--- config.mk ---
export PLATFORM = sky130hd
export DESIGN_NAME = dq_engine
export DESIGN_NICKNAME = d
export VERILOG_FILES = /design/src/rtl/dq_pkg.sv /design/src/rtl/dq_len_decode.sv /design/src/rtl/dq_regs.sv /design/src/rtl/dq_seq.sv /design/src/rtl/dq_engine.sv
export SDC_FILE = /design/constraint.sdc
export NUM_CORES = 1
export LEC_CHECK = 0
export ABC_AREA = 1
export BUFFER_PORTS_ARGS = -buffer_cell sky130_fd_sc_hd__buf_2
export CAP_MARGIN = 40
export CORE_MARGIN = 2
export CORE_UTILIZATION = 45
export CTS_BUF_LIST = sky130_fd_sc_hd__clkbuf_16
export DETAILED_ROUTE_END_ITERATION = 16
export PLACE_DENSITY = 0.62
export SLEW_MARGIN = 40
export SYNTH_ARGS = -nofsm -noshare
export SYNTH_HDL_FRONTEND = slang
export SYNTH_SLANG_ARGS = --single-unit
--- constraint.sdc ---
create_clock -name clk -period 6.75 [get_ports clk]
set_clock_uncertainty 0.05 [all_clocks]
set_input_delay 1.0125 -clock clk [delete_from_list [all_inputs] [get_ports clk]]
set_output_delay 1.0125 -clock clk [all_outputs]
set_load 0.01 [all_outputs]
--- src/rtl/dq_pkg.sv ---
package dq_pkg;
    localparam int DATA_W     = 32;
    localparam int LEN_W      = 20;
    localparam int LEN_W_LEG  = 16;
    localparam int BEAT_SHIFT = 2;
    localparam int STAT_HALF  = 16;

    localparam int F_HWO = 0;
    localparam int F_BYP = 2;
    localparam int F_ZLP = 6;
    localparam int F_IOC = 7;

    localparam logic [2:0] A_START = 3'd0;
    localparam logic [2:0] A_CTRL  = 3'd1;
    localparam logic [2:0] A_CUR   = 3'd2;
    localparam logic [2:0] A_DONE  = 3'd3;
    localparam logic [2:0] A_EN    = 3'd4;

    typedef enum logic [3:0] {
        S_IDLE, S_RD0, S_RD1, S_RD2, S_RD3, S_EVAL,
        S_XFER, S_ZLP, S_WB3, S_WB0, S_PARK
    } dq_state_e;
endpackage

--- src/rtl/dq_len_decode.sv ---
module dq_len_decode
    import dq_pkg::*;
(
    input  logic              rx_mode,
    input  logic              ext_mode,
    input  logic [LEN_W-1:0]  info_hi,
    input  logic [LEN_W-1:0]  len_word,
    input  logic [LEN_W-1:0]  cnt,
    output logic [LEN_W-1:0]  xfer_len,
    output logic [DATA_W-1:0] wb_word
);
    localparam int PAD_LEN = LEN_W - LEN_W_LEG;

    always_comb begin
        if (rx_mode)
            xfer_len = ext_mode ? info_hi
                                : {{PAD_LEN{1'b0}}, info_hi[LEN_W-1:PAD_LEN]};
        else
            xfer_len = ext_mode ? len_word
                                : {{PAD_LEN{1'b0}}, len_word[LEN_W_LEG-1:0]};
        wb_word = ext_mode ? {{(DATA_W-LEN_W){1'b0}}, cnt}
                           : {{(DATA_W-LEN_W_LEG){1'b0}}, cnt[LEN_W_LEG-1:0]};
    end
endmodule

--- src/rtl/dq_regs.sv ---
module dq_regs
    import dq_pkg::*;
#(
    parameter int CH_ID = 2
) (
    input  logic              clk,
    input  logic              rst_n,
    input  logic              rx_mode,
    input  logic              reg_wr,
    input  logic [2:0]        reg_addr,
    input  logic [DATA_W-1:0] reg_wdata,
    input  logic [DATA_W-1:0] cur_ptr,
    input  logic              active,
    input  logic              parked,
    input  logic              len_err,
    input  logic              done_pulse,
    output logic [DATA_W-1:0] reg_rdata,
    output logic [DATA_W-1:0] start_addr,
    output logic              go,
    output logic              halt,
    output logic              kick,
    output logic              irq
);
    localparam int TX_BIT = CH_ID;
    localparam int RX_BIT = STAT_HALF + CH_ID;

    logic [DATA_W-1:0] irq_en, done_stat, set_mask, clr_mask, chan_bit;
    logic              ctrl_wr;

    assign ctrl_wr  = reg_wr && (reg_addr == A_CTRL);
    assign go       = ctrl_wr && reg_wdata[0];
    assign halt     = ctrl_wr && reg_wdata[1];
    assign kick     = ctrl_wr && reg_wdata[2];
    assign chan_bit = rx_mode ? (DATA_W'(1) << RX_BIT) : (DATA_W'(1) << TX_BIT);
    assign set_mask = done_pulse ? (chan_bit & irq_en) : '0;
    assign clr_mask = (reg_wr && reg_addr == A_DONE) ? reg_wdata : '0;
    assign irq      = |done_stat;

    always_ff @(posedge clk) begin
        if (!rst_n) begin
            start_addr <= '0;
            irq_en     <= '0;
            done_stat  <= '0;
        end else begin
            if (reg_wr && reg_addr == A_START) start_addr <= reg_wdata;
            if (reg_wr && reg_addr == A_EN)    irq_en     <= reg_wdata;
            done_stat <= (done_stat & ~clr_mask) | set_mask;
        end
    end

    always_comb begin
        unique case (reg_addr)
            A_START: reg_rdata = start_addr;
            A_CTRL:  reg_rdata = {{(DATA_W-3){1'b0}}, len_err, parked, active};
            A_CUR:   reg_rdata = cur_ptr;
            A_DONE:  reg_rdata = done_stat;
            A_EN:    reg_rdata = irq_en;
            default: reg_rdata = '0;
        endcase
    end

    // a status bit only rises after a completion pulse
    p_done_needs_pulse_r6: assert property (@(posedge clk) disable iff (!rst_n)
        (|(done_stat & ~$past(done_stat))) |-> $past(done_pulse));

    // a status bit never rises while its enable is 0
    p_done_gated_r7: assert property (@(posedge clk) disable iff (!rst_n)
        !(|(done_stat & ~$past(done_stat) & ~$past(irq_en))));
endmodule

--- src/rtl/dq_seq.sv ---
module dq_seq
    import dq_pkg::*;
(
    input  logic              clk,
    input  logic              rst_n,
    input  logic              rx_mode,
    input  logic              ext_mode,
    input  logic              go,
    input  logic              halt,
    input  logic              kick,
    input  logic [DATA_W-1:0] start_addr,
    output logic              mem_req,
    output logic              mem_we,
    output logic [DATA_W-1:0] mem_addr,
    output logic [DATA_W-1:0] mem_wdata,
    input  logic              mem_ack,
    input  logic [DATA_W-1:0] mem_rdata,
    output logic              tx_valid,
    output logic              tx_last,
    output logic              tx_zero,
    input  logic              tx_ready,
    input  logic              rx_valid,
    input  logic              rx_short,
    output logic              rx_ready,
    output logic [DATA_W-1:0] xfer_addr,
    output logic [DATA_W-1:0] cur_ptr,
    output logic              active,
    output logic              parked,
    output logic              len_err,
    output logic              done_pulse
);
    dq_state_e         state, state_nx;
    logic [DATA_W-1:0] cur, info, nxt, bufp, wb_word;
    logic [LEN_W-1:0]  len_word, cnt, cnt_inc, xfer_len;
    logic              halt_pend, stop_now, acc, beat, end_now;

    dq_len_decode u_dec (
        .rx_mode (rx_mode),
        .ext_mode(ext_mode),
        .info_hi (info[DATA_W-1:DATA_W-LEN_W]),
        .len_word(len_word),
        .cnt     (cnt),
        .xfer_len(xfer_len),
        .wb_word (wb_word)
    );

    assign acc      = mem_req && mem_ack;
    assign stop_now = halt_pend || halt;
    assign cnt_inc  = cnt + LEN_W'(1);
    assign beat     = (state == S_XFER) && (rx_mode ? rx_valid : tx_ready);
    assign end_now  = (cnt_inc == xfer_len) || (rx_mode && rx_short);
    assign cur_ptr  = cur;
    assign active   = (state != S_IDLE);
    assign parked   = (state == S_PARK);
    assign xfer_addr = bufp + {{(DATA_W-LEN_W-BEAT_SHIFT){1'b0}}, cnt, {BEAT_SHIFT{1'b0}}};

    // next state
    always_comb begin
        state_nx = state;
        unique case (state)
            S_IDLE: if (go) state_nx = S_RD0;
            S_RD0:  if (acc) state_nx = mem_rdata[F_HWO] ? S_RD1
                                      : (stop_now ? S_IDLE : S_PARK);
            S_RD1:  if (acc) state_nx = !info[F_BYP] ? S_RD2
                                      : (stop_now ? S_IDLE : S_RD0);
            S_RD2:  if (acc) state_nx = S_RD3;
            S_RD3:  if (acc) state_nx = S_EVAL;
            S_EVAL: begin
                if (xfer_len != '0)  state_nx = S_XFER;
                else if (rx_mode)    state_nx = S_WB3;
                else if (!ext_mode)  state_nx = S_PARK;
                else                 state_nx = info[F_ZLP] ? S_ZLP : S_WB3;
            end
            S_XFER: if (beat && end_now) state_nx = S_WB3;
            S_ZLP:  if (tx_ready) state_nx = S_WB3;
            S_WB3:  if (acc) state_nx = S_WB0;
            S_WB0:  if (acc) state_nx = stop_now ? S_IDLE : S_RD0;
            S_PARK: begin
                if (stop_now)  state_nx = S_IDLE;
                else if (kick) state_nx = S_RD0;
            end
            default: state_nx = S_IDLE;
        endcase
    end

    always_ff @(posedge clk) begin
        if (!rst_n) state <= S_IDLE;
        else        state <= state_nx;
    end

    // descriptor datapath
    always_ff @(posedge clk) begin
        if (!rst_n) begin
            cur <= '0; info <= '0; nxt <= '0; bufp <= '0; len_word <= '0;
            cnt <= '0; halt_pend <= 1'b0; len_err <= 1'b0; done_pulse <= 1'b0;
        end else begin
            done_pulse <= (state == S_WB0) && acc && info[F_IOC];
            if (state == S_IDLE) halt_pend <= 1'b0;
            else if (halt)       halt_pend <= 1'b1;
            unique case (state)
                S_IDLE: if (go) begin cur <= start_addr; len_err <= 1'b0; end
                S_RD0:  if (acc) info <= mem_rdata;
                S_RD1:  if (acc) begin
                            nxt <= mem_rdata;
                            if (info[F_BYP]) cur <= mem_rdata;
                        end
                S_RD2:  if (acc) bufp <= mem_rdata;
                S_RD3:  if (acc) len_word <= mem_rdata[LEN_W-1:0];
                S_EVAL: begin
                            cnt <= '0;
                            if (xfer_len == '0 && !rx_mode && !ext_mode) len_err <= 1'b1;
                        end
                S_XFER: if (beat) cnt <= cnt_inc;
                S_WB0:  if (acc) cur <= nxt;
                default: ;
            endcase
        end
    end

    // outputs
    always_comb begin
        mem_req = 1'b0; mem_we = 1'b0; mem_addr = cur; mem_wdata = '0;
        tx_valid = 1'b0; tx_last = 1'b0; tx_zero = 1'b0; rx_ready = 1'b0;
        unique case (state)
            S_RD0: mem_req = 1'b1;
            S_RD1: begin mem_req = 1'b1; mem_addr = cur + DATA_W'(4); end
            S_RD2: begin mem_req = 1'b1; mem_addr = cur + DATA_W'(8); end
            S_RD3: begin mem_req = 1'b1; mem_addr = cur + DATA_W'(12); end
            S_XFER: begin
                if (rx_mode) rx_ready = 1'b1;
                else begin tx_valid = 1'b1; tx_last = (cnt_inc == xfer_len); end
            end
            S_ZLP: begin tx_valid = 1'b1; tx_last = 1'b1; tx_zero = 1'b1; end
            S_WB3: begin
                mem_req = 1'b1; mem_we = 1'b1;
                mem_addr = cur + DATA_W'(12); mem_wdata = wb_word;
            end
            S_WB0: begin
                mem_req = 1'b1; mem_we = 1'b1;
                mem_wdata = info & ~(DATA_W'(1) << F_HWO);
            end
            default: ;
        endcase
    end

    // the pointer holds while a descriptor is in payload, write-back or park
    p_cur_hold_r2: assert property (@(posedge clk) disable iff (!rst_n)
        (state inside {S_XFER, S_ZLP, S_WB3, S_PARK}) |=> $stable(cur));

    // a parked queue issues no memory or data traffic
    p_park_quiet_r3: assert property (@(posedge clk) disable iff (!rst_n)
        parked |-> (!mem_req && !tx_valid && !rx_ready));

    // beat counter stays below the decoded length during payload
    p_beat_bound_r4: assert property (@(posedge clk) disable iff (!rst_n)
        (state == S_XFER) |-> (cnt < xfer_len));

    // active only drops at a descriptor boundary or from park
    p_halt_boundary_r12: assert property (@(posedge clk) disable iff (!rst_n)
        $fell(active) |-> ($past(state) inside {S_RD0, S_RD1, S_WB0, S_PARK}));
endmodule

--- src/rtl/dq_engine.sv ---
module dq_engine
    import dq_pkg::*;
#(
    parameter int CH_ID = 2
) (
    input  logic        clk,
    input  logic        rst_n,
    input  logic        rx_mode,
    input  logic        ext_mode,
    input  logic        reg_wr,
    input  logic [2:0]  reg_addr,
    input  logic [31:0] reg_wdata,
    output logic [31:0] reg_rdata,
    output logic        irq,
    output logic        mem_req,
    output logic        mem_we,
    output logic [31:0] mem_addr,
    output logic [31:0] mem_wdata,
    input  logic        mem_ack,
    input  logic [31:0] mem_rdata,
    output logic        tx_valid,
    output logic        tx_last,
    output logic        tx_zero,
    input  logic        tx_ready,
    input  logic        rx_valid,
    input  logic        rx_short,
    output logic        rx_ready,
    output logic [31:0] xfer_addr
);
    logic [DATA_W-1:0] start_addr, cur_ptr;
    logic go, halt, kick, active, parked, len_err, done_pulse;

    dq_regs #(.CH_ID(CH_ID)) u_regs (
        .clk(clk), .rst_n(rst_n), .rx_mode(rx_mode),
        .reg_wr(reg_wr), .reg_addr(reg_addr), .reg_wdata(reg_wdata),
        .cur_ptr(cur_ptr), .active(active), .parked(parked),
        .len_err(len_err), .done_pulse(done_pulse),
        .reg_rdata(reg_rdata), .start_addr(start_addr),
        .go(go), .halt(halt), .kick(kick), .irq(irq)
    );

    dq_seq u_seq (
        .clk(clk), .rst_n(rst_n), .rx_mode(rx_mode), .ext_mode(ext_mode),
        .go(go), .halt(halt), .kick(kick), .start_addr(start_addr),
        .mem_req(mem_req), .mem_we(mem_we), .mem_addr(mem_addr),
        .mem_wdata(mem_wdata), .mem_ack(mem_ack), .mem_rdata(mem_rdata),
        .tx_valid(tx_valid), .tx_last(tx_last), .tx_zero(tx_zero),
        .tx_ready(tx_ready), .rx_valid(rx_valid), .rx_short(rx_short),
        .rx_ready(rx_ready), .xfer_addr(xfer_addr), .cur_ptr(cur_ptr),
        .active(active), .parked(parked), .len_err(len_err),
        .done_pulse(done_pulse)
    );
endmodule

======== Word level (Yosys, flattened, before mapping) ========
Index checks and enable logic that the tools add are counted.
W data, S select, Z words.
storage, ports and cells
  output and inout port bits .............. 135
  bits in registers ....................... 271
  input bits .............................. 76
  logic and storage cells ................. 141
operators by class
  eq/ne operators ......................... 28
  add/subtract/negate cells ............... 5
  bitwise gates (word level) .............. 5
  reductions and logical operators ........ 40
  multiplexer cells ....................... 50
operators with widths
  cell                     number
  $mux W32                 6
  $pmux W32 S3             2
  $pmux W32 S5             1
  $mux W20                 5
  $mux W4                  18
  $add A32 B4 Y32 const B  2
  $and A32 B32 Y32         2
  $pmux W32 S2             1
  $pmux W4 S11             1
  $pmux W20 S2             1
  $add A32 B22 Y32         1
  $add A32 B3 Y32 const B  1
  $not A32 Y32             1
  $or A32 B32 Y32          1
  $reduce_or A32 Y1        1
  $add A20 B1 Y20 const B  1
  $eq A20 B20 Y1           1
  $logic_not A20 Y1        1
  $reduce_bool A20 Y1      1
  $mux W19                 1
  $ne A2 B1 Y1 const B     9
  $eq A4 B3 Y1 const B     4
  $logic_and A1 B1 Y1      15
  $eq A4 B4 Y1 const B     3
  23 further kinds         48

======== Longest topological paths before layout ========
Gate-level depths: netlist (run 1).
  word-level depth ........................ 8
  mapped depth ............................ 19
  mapped depth without buffers ............ 19

======== Cells and area by module ========
From an unflattened synthesis (run 1), not the netlist that was laid out.
unflattened totals
  cells, all modules ...................... 2476
  area, all modules ....................... 15796.4 um^2
modules (own cells, without submodules)
  module         instances  seq. area each (um^2)  cells each  area an instance (um^2)
  dq_seq         1          3483.3                 1580        10392.5
  dq_regs        1          1921.8                 737         4613.2
  dq_len_decode  1          0.0                    159         790.8

======== Worst setup path before layout (run 1) ========
OpenSTA, ideal clock, no wires.
  path kind ............................... flip-flop to output port
  start point ............................. register u_seq.state[3]
  end point ............................... output mem_addr[18]
  required time ........................... 5.688 ns
  cell stages (with the launch flop) ...... 14
  path slack .............................. 3.356 ns
  data arrival time ....................... 2.332 ns
  path buffers ............................ 0
  cells stage by stage .................... dfxtp_1 > inv_2 > or2_4 > nor2_4 > nor2_4 > fa_1 > nor2_1 > inv_1 > nor2_1 > nand2_1 > nor3_2 > a21oi_1 > or2_0 > a21oi_1
between the ends
  longest elaborated chain between the ends .. 3
  elaborated cells between the ends (all ways) .. 6
  those cells by class .................... eq/ne: 4; mux: 1; reduce/logical: 1
RTL lines
  what                                                 RTL line         text
  start, declared                                      dq_seq.sv:32     dq_state_e state, state_nx;
  start signal, assigned                               dq_seq.sv:88     else state <= state_nx;
  $eq A4 B3 Y1 / $eq A4 B4 Y1 (equally long branches)  dq_seq.sv:124    unique case (state)
  $reduce_or A2 Y1 (no line)                           --
  $pmux W32 S3 (*)                                     dq_seq.sv:124
  end, declared                                        dq_engine.sv:17  output logic [31:0] mem_addr,
Every way passes the cells marked *; elsewhere a longest branch is shown, timed or not.

======== Worst setup path in the final report (run 1) ========
  start point ............................. register u_seq.state[3]
  end point ............................... output mem_addr[23]
The elaborated chain is that of the path after synthesis.

==> results.sh, run 1 <==
export IMPL_clock_sinks=270
export IMPL_maxCapViolCount=0
export IMPL_leakagePower_nw=6.84
export IMPL_p_seq_share_pct=38.2
export IMPL_die_y_um=186
export IMPL_synth_nets=2294
export IMPL_wl_per_cell_um=20.8
export IMPL_path_clk_slew_ns=0.06
export IMPL_power_density_nw_per_um2=305
export IMPL_slowest_stage="dfxtp_1"
export IMPL_crit_type="flop to primary output"
export IMPL_cts_buffers_inserted=31
export IMPL_cp_slowest_stage_delay_ns=0.36
export IMPL_ys_ff_latch=270
export IMPL_drv_slew=0
export IMPL_crit_arrival_ns=3.79
export IMPL_crit_path_frequent_cell="inv_1"
export IMPL_core_um2=32600
export IMPL_syn_instance_count=2193
export IMPL_finalInstanceArea_um2=17200
export IMPL_p_int_w=0.00316
export IMPL_drive_above_1_share_pct=13.4
export IMPL_dp_hpwl_um=43200
export IMPL_multi_input_area_um2=7890
export IMPL_cts_path_max_buffers=3
export IMPL_synthToLayoutAreaGrowth_pct=14.8
export IMPL_cts_htree_levels=1
export IMPL_max_freq_ghz=0.206
export IMPL_cp_cell_sequence="inv_2, nand2_1, nor2_4, nor2_4, inv_1, ha_1, a21oi_1, nor2_1, inv_1, nor2_1, inv_1, nor2_1, inv_1, nor2_1, a21oi_1, inv_1, nand3_1, a21oi_1, buf_2"
export IMPL_dr_wl_met2_um=24200
export IMPL_insertion_delay_ns=0.59
export IMPL_postSynthAreaPerCell_um2=6.82
export IMPL_initial_core_util_pct=45.9
export IMPL_routed_wl_um=58100
export IMPL_seq_area_um2=5410
export IMPL_cp_start_kind="flop"
export IMPL_dp_cells=2737
export IMPL_ir_worst_vdd_uv=277
export IMPL_worst_slew_pin_slew_ns=0.906
export IMPL_placed_area_um2=16200
export IMPL_critPathRequiredTime_ns=5.69
export IMPL_postRouteAntennaNets=0
export IMPL_dr_pass1_iters=5
export IMPL_setup_viol=0
export IMPL_postCtsResizedCells=0
export IMPL_root_buffer="clkbuf_16"
export IMPL_netlist_area_um2=15000
export IMPL_drt_iter0_drc=1568
export IMPL_cts_hold_buf=0
export IMPL_yosys_warnings=0
export IMPL_wl_met1_um=26400
export IMPL_post_cts_setup_buffer_count=0
export IMPL_hold_path_class="flop to flop"
export IMPL_min_period_ns=4.85
export IMPL_crit_family="simple AND/OR/NAND/NOR gates"
export IMPL_grt_max_degree=95
export IMPL_final_util_pct=52.7
export IMPL_fp_row_count=66
export IMPL_vias=16100
export IMPL_fin_nets=2430
export IMPL_grt_pass1_wl_um=87100
export IMPL_port_buffers=210
export IMPL_fillers=3299
export IMPL_via_per_inst=5.75
export IMPL_gr_usage_all_layers_pct=32.0
export IMPL_p_comb_share_pct=31.0
export IMPL_critPathBufInv=7
export IMPL_die_w_um=186
export IMPL_p_sw_w=0.00208
export IMPL_hold_viol=0
export IMPL_slew_headroom_pct=39.0
export IMPL_first_global_vias=14600
export IMPL_grt_setup_unrepaired="no"
export IMPL_cts_tree="done"
export IMPL_postSynth_asyncResetShare_pct=0
export IMPL_swShare_pct=39.6
export IMPL_p_clk_share_pct=30.9
export IMPL_synth_seq_area_share_pct=36.1
export IMPL_top_layer_used="met4"
export IMPL_synth_edf_count=0
export IMPL_gr_total_overflow=0
export IMPL_io_pins=211
export IMPL_dieArea_um2=34700
export IMPL_fin_cells=2795
export IMPL_gp_congestion=0.963
export IMPL_status="complete, no violations"
export IMPL_antenna_found_initial=3
export IMPL_worst_path_max_fanout=10
export IMPL_total_power_w=0.00524
export IMPL_ys_types=53
export IMPL_wl_met3_um=5880
export IMPL_drc=0
export IMPL_ys_flop_type="dfxtp_1"
export IMPL_critPathCaptureType="primary output"
export IMPL_fin_crit_sh_pct=71.9
export IMPL_fin_tns_setup_ns=0
-- synthesized netlist by cell type (all sizes together), types with 30 or more instances --
library cell / n / area, um^2
o32ai: 32 / 280
nor2: 177 / 739
buf: 32 / 184
a21oi: 265 / 1330
o221ai: 35 / 307
o22ai: 50 / 313
a311oi: 30 / 263
clkbuf: 90 / 338
nand4: 30 / 188
nand3: 105 / 526
dfxtp: 270 / 5410
nand2: 346 / 1330
inv: 315 / 1180
o21ai: 267 / 1340
-- power groups by stage --
stage          sequential (W)  combinational (W)  clock, W
5_1_grt               0.00202            0.00176   0.00170
2_1_floorplan         0.00194            0.00107         0
4_1_cts               0.00199            0.00159   0.00164
6_report              0.00200            0.00162   0.00162
3_5_place_dp          0.00202            0.00158         0
3_3_place_gp          0.00202            0.00157         0
-- per-stage QoR --
stage,hold WS [ns],worst slack (ns)
detailed placement,0.397,2.37
CTS,0.406,2.00
finish,0.403,1.90
floorplan,0.375,3.36
global placement,0.389,2.37
global route,0.418,1.68
-- worst reg2reg max path, delay by kind of cell, from the launching register on --
kind / cells / cell delay [ns]
buffers and inverters: 3 / 0.97
AND/OR/NAND/NOR: 5 / 1.39
AO/OA/AOI/OAI: 3 / 0.52
flip-flops: 1 / 0.41
-- logic make-up after synthesis --
group	synth area share, %
and+or+nand+nor	20.5
xor gates and xnor gates	2.17
AOI/OAI and AO/OA	27.5
DFF	36.1
buffers and inverters	11.4
adders and majority gates	2.19
-- registers in the layout (all words and copies together), names as in the netlist --
name / count
u_seq.cur_ptr: 32
u_seq.state: 4
u_seq.halt_pend: 1
u_regs.irq_en: 32
u_regs.done_stat: 32
u_seq.done_pulse: 1
u_seq.len_word: 20
u_seq.len_err: 1
u_regs.start_addr: 32
u_seq.cnt: 20
u_seq.info: 31
u_seq.nxt: 32
u_seq.bufp: 32
-- final cells by class --
class                   count  share of cell area [%]
multi-input cells        1484                    45.9
flip-flops and latches    270                    31.5
inverters                 317                    6.93
repair buffers            225                    6.88
clock buffers              31                    4.52
well taps                 442                    3.22
clock inverters            25                    1.03
diodes                      1                  0.0146
-- final timing paths --
check                    startpoint           endpoint  slack [ns]  cells past startpoint
setup / recovery     u_seq.state[3]       mem_addr[23]        1.90                     19
hold / removal    u_regs.irq_en[23]  u_regs.irq_en[23]        0.40                      2
setup reg to reg     u_seq.state[0]   u_seq.cur_ptr[0]        3.29                     11
hold reg to reg   u_regs.irq_en[23]  u_regs.irq_en[23]        0.40                      2
-- metal layers --
layer | vias up | global-route usage (%)
met5 | - | 0
met4 | 0 | 8.40
met3 | 90 | 7.67
met1 | 7521 | 46.8
met2 | 720 | 46.9
li1 | 7747 | -
-- cells in the final DEF (no fill, tap or decap), drive strengths merged, types with 2 or more instances in the layout --
master    count
nand3       105
inv         326
ha           23
a22oi         2
o211ai        7
a31oi         7
xnor2        10
and2          2
clkinv       12
a211oi        6
fa            2
nor3         25
o21a          2
or2           3
nand4        30
o22ai        50
clkinvlp      2
bufinv        2
buf         225
nor4         10
o21ai       267
o21bai        2
o32ai        32
a311oi       30
a32oi         2
nand2       346
nor2        177
o31ai         5
xor2         27
o221ai       35
dfxtp       270
clkbuf       31
nand3b        5
a21oi       265
Power figures use the tool's default switching activity.
==> run 2, diff against run 1 <==
- PLACE_DENSITY: 0.62 -> 0.65
- clock period: 6.75 -> 4 ns (I/O delays scaled with it)
==> run 2 against run 1 <==
  * Combinational power increased by 73%
  * Sequential power increased by 70%
  * Via count increased by 1.4%
  * Clock power increased by 70%
  * Non-clock buffer count increased by 21
  * Critical path type unchanged
  * Largest power group unchanged
==> results.sh, run 2 (synthesis results as in run 1) <==
export IMPL_status="complete, no violations"
export IMPL_die_w_um=186
export IMPL_hold_path_class="input port to flop"
export IMPL_power_density_nw_per_um2=514
export IMPL_crit_arrival_ns=3.19
export IMPL_via_per_inst=5.80
export IMPL_drive_above_1_share_pct=15.0
export IMPL_layout_commonest_cell="nand2_1"
export IMPL_final_util_pct=53.4
export IMPL_final_cell_mix="335 x nand2_1, 305 x inv_1, 265 x dfxtp_1"
export IMPL_whs_ns=0.197
export IMPL_clock_sinks=270
export IMPL_io_pins=211
export IMPL_vias=16300
export IMPL_grt_max_degree=95
export IMPL_gr_usage_all_layers_pct=32.3
export IMPL_cp_start_kind="flop"
export IMPL_drc=0
export IMPL_drv_slew=0
export IMPL_fin_crit_sh_pct=96.0
export IMPL_wl_per_cell_um=20.9
export IMPL_maxCapViolCount=0
export IMPL_fin_tns_setup_ns=0
export IMPL_fp_row_count=66
export IMPL_cts_hold_buf=0
export IMPL_path_clk_slew_ns=0.06
export IMPL_max_freq_ghz=0.261
export IMPL_dp_hpwl_um=44300
export IMPL_gp_congestion=0.982
export IMPL_cts_tree="done"
export IMPL_fin_cells=2810
export IMPL_port_buffers=210
export IMPL_fin_nets=2451
export IMPL_routed_wl_um=58800
export IMPL_total_power_w=0.00895
export IMPL_rrSetupSlack_ns=0.87
export IMPL_min_period_ns=3.84
export IMPL_gr_total_overflow=0
export IMPL_cts_buffers_inserted=31
export IMPL_synthToLayoutAreaGrowth_pct=16.3
export IMPL_dr_pass1_iters=6
export IMPL_cts_htree_levels=1
export IMPL_grt_setup_unrepaired="no"
export IMPL_drt_iter0_drc=1883
export IMPL_root_buffer="clkbuf_16"
export IMPL_critPathCaptureType="primary output"
export IMPL_antenna_found_initial=1
export IMPL_die_y_um=186
export IMPL_ir_worst_vdd_uv=383
export IMPL_crit_type="flop to primary output"
export IMPL_postRouteAntennaNets=0
export IMPL_dieArea_um2=34700
export IMPL_dp_cells=2755
export IMPL_leakagePower_nw=6.95
export IMPL_grt_pass1_wl_um=88400
export IMPL_fillers=3370
export IMPL_hold_viol=0
export IMPL_worst_path_max_fanout=6
export IMPL_insertion_delay_ns=0.57
export IMPL_setup_viol=0
export IMPL_cts_path_max_buffers=3
export IMPL_worst_slew_pin_slew_ns=0.801
export IMPL_slew_headroom_pct=46.5
export IMPL_initial_core_util_pct=45.9
export IMPL_critPathRequiredTime_ns=3.35
export IMPL_core_um2=32600
export IMPL_first_global_vias=14800
[run 2: cell count changes in the layout (fill, tap and decap cells not counted), moves of 3 or more]
cell      before  now
buf_4         14   34
inv_1        311  305
dfxtp_1      270  265
dfxtp_2        0    5
a21oi_1      263  260
clkinv_2       6    3
clkinv_4       0    3
nand2_2        4    7
nor2_1       161  158
nor2_2         7   10
[run 2: critical path, cell delays in order, from the launching register on]
cell,delay (ns)
dfxtp_1,0.53
nand2_1,0.20
nor3_1,0.39
inv_1,0.19
nor3_1,0.63
nand2_1,0.16
o21ai_0,0.10
o21ai_0,0.09
o31ai_1,0.10
buf_2,0.21
[run 2: report_power, final]
group	leakage, nW	internal (W)	total [W]	switching (W)
logic	4.27	0.000844	0.00280	0.00195
registers	2.19	0.00301	0.00340	0.000393
clock network	0.490	0.00158	0.00276	0.00118
total	6.95	0.00543	0.00895	0.00352
[run 2: metrics by stage]
| stage | cell area (um^2) | setup WS (ns) |
|---|---|---|
| 6_report | 17400 | 0.161 |
| 4_1_cts | 17300 | 0.00451 |
| 3_5_place_dp | 16300 | 0.371 |
| 2_1_floorplan | 15000 | 1.02 |
| 3_3_place_gp | 16300 | 0.506 |
| 5_1_grt | 17400 | 0.00595 |
[run 2: area by class of cell]
type | instances | area (um^2) | share of cell area [%]
sequential | 270 | 5410 | 31.1
antenna | 1 | 2.50 | 0.0144
clock buffer | 31 | 776 | 4.46
timing repair buffer | 246 | 1350 | 7.77
clock inverter | 19 | 174 | 0.999
multi-input combinational | 1484 | 7950 | 45.7
inverter | 317 | 1190 | 6.84
tap | 442 | 553 | 3.18
[run 2: worst paths after layout]
kind | startpoint | end | cells after the start
setup / recovery | u_seq.cur_ptr[10] | mem_addr[26] | 9
hold / removal | reg_wdata[20] | u_regs.done_stat[20] | 2
setup reg to reg | u_seq.state[3] | u_seq.len_word[10] | 11
hold reg to reg | u_regs.irq_en[20] | u_regs.irq_en[20] | 2
[run 2: routing by layer]
metal | share of wire [%] | routed length [um] | track usage, %
met1 | 45 | 26600 | 48.3
met2 | 43 | 25100 | 47.6
met3 | 10 | 6080 | 6.19
met4 | 1.9 | 1150 | 7.85
met5 | 0 | 0 | 0
[run 2: repair_timing]
| item | 4_1_cts | 5_1_grt |
|---|---|---|
| gates resized for setup | 6 | 20 |
| setup buffers | 0 | 4 |
| pin swaps | 0 | 4 |
| endpoints found under the setup margin | 6 | 15 |
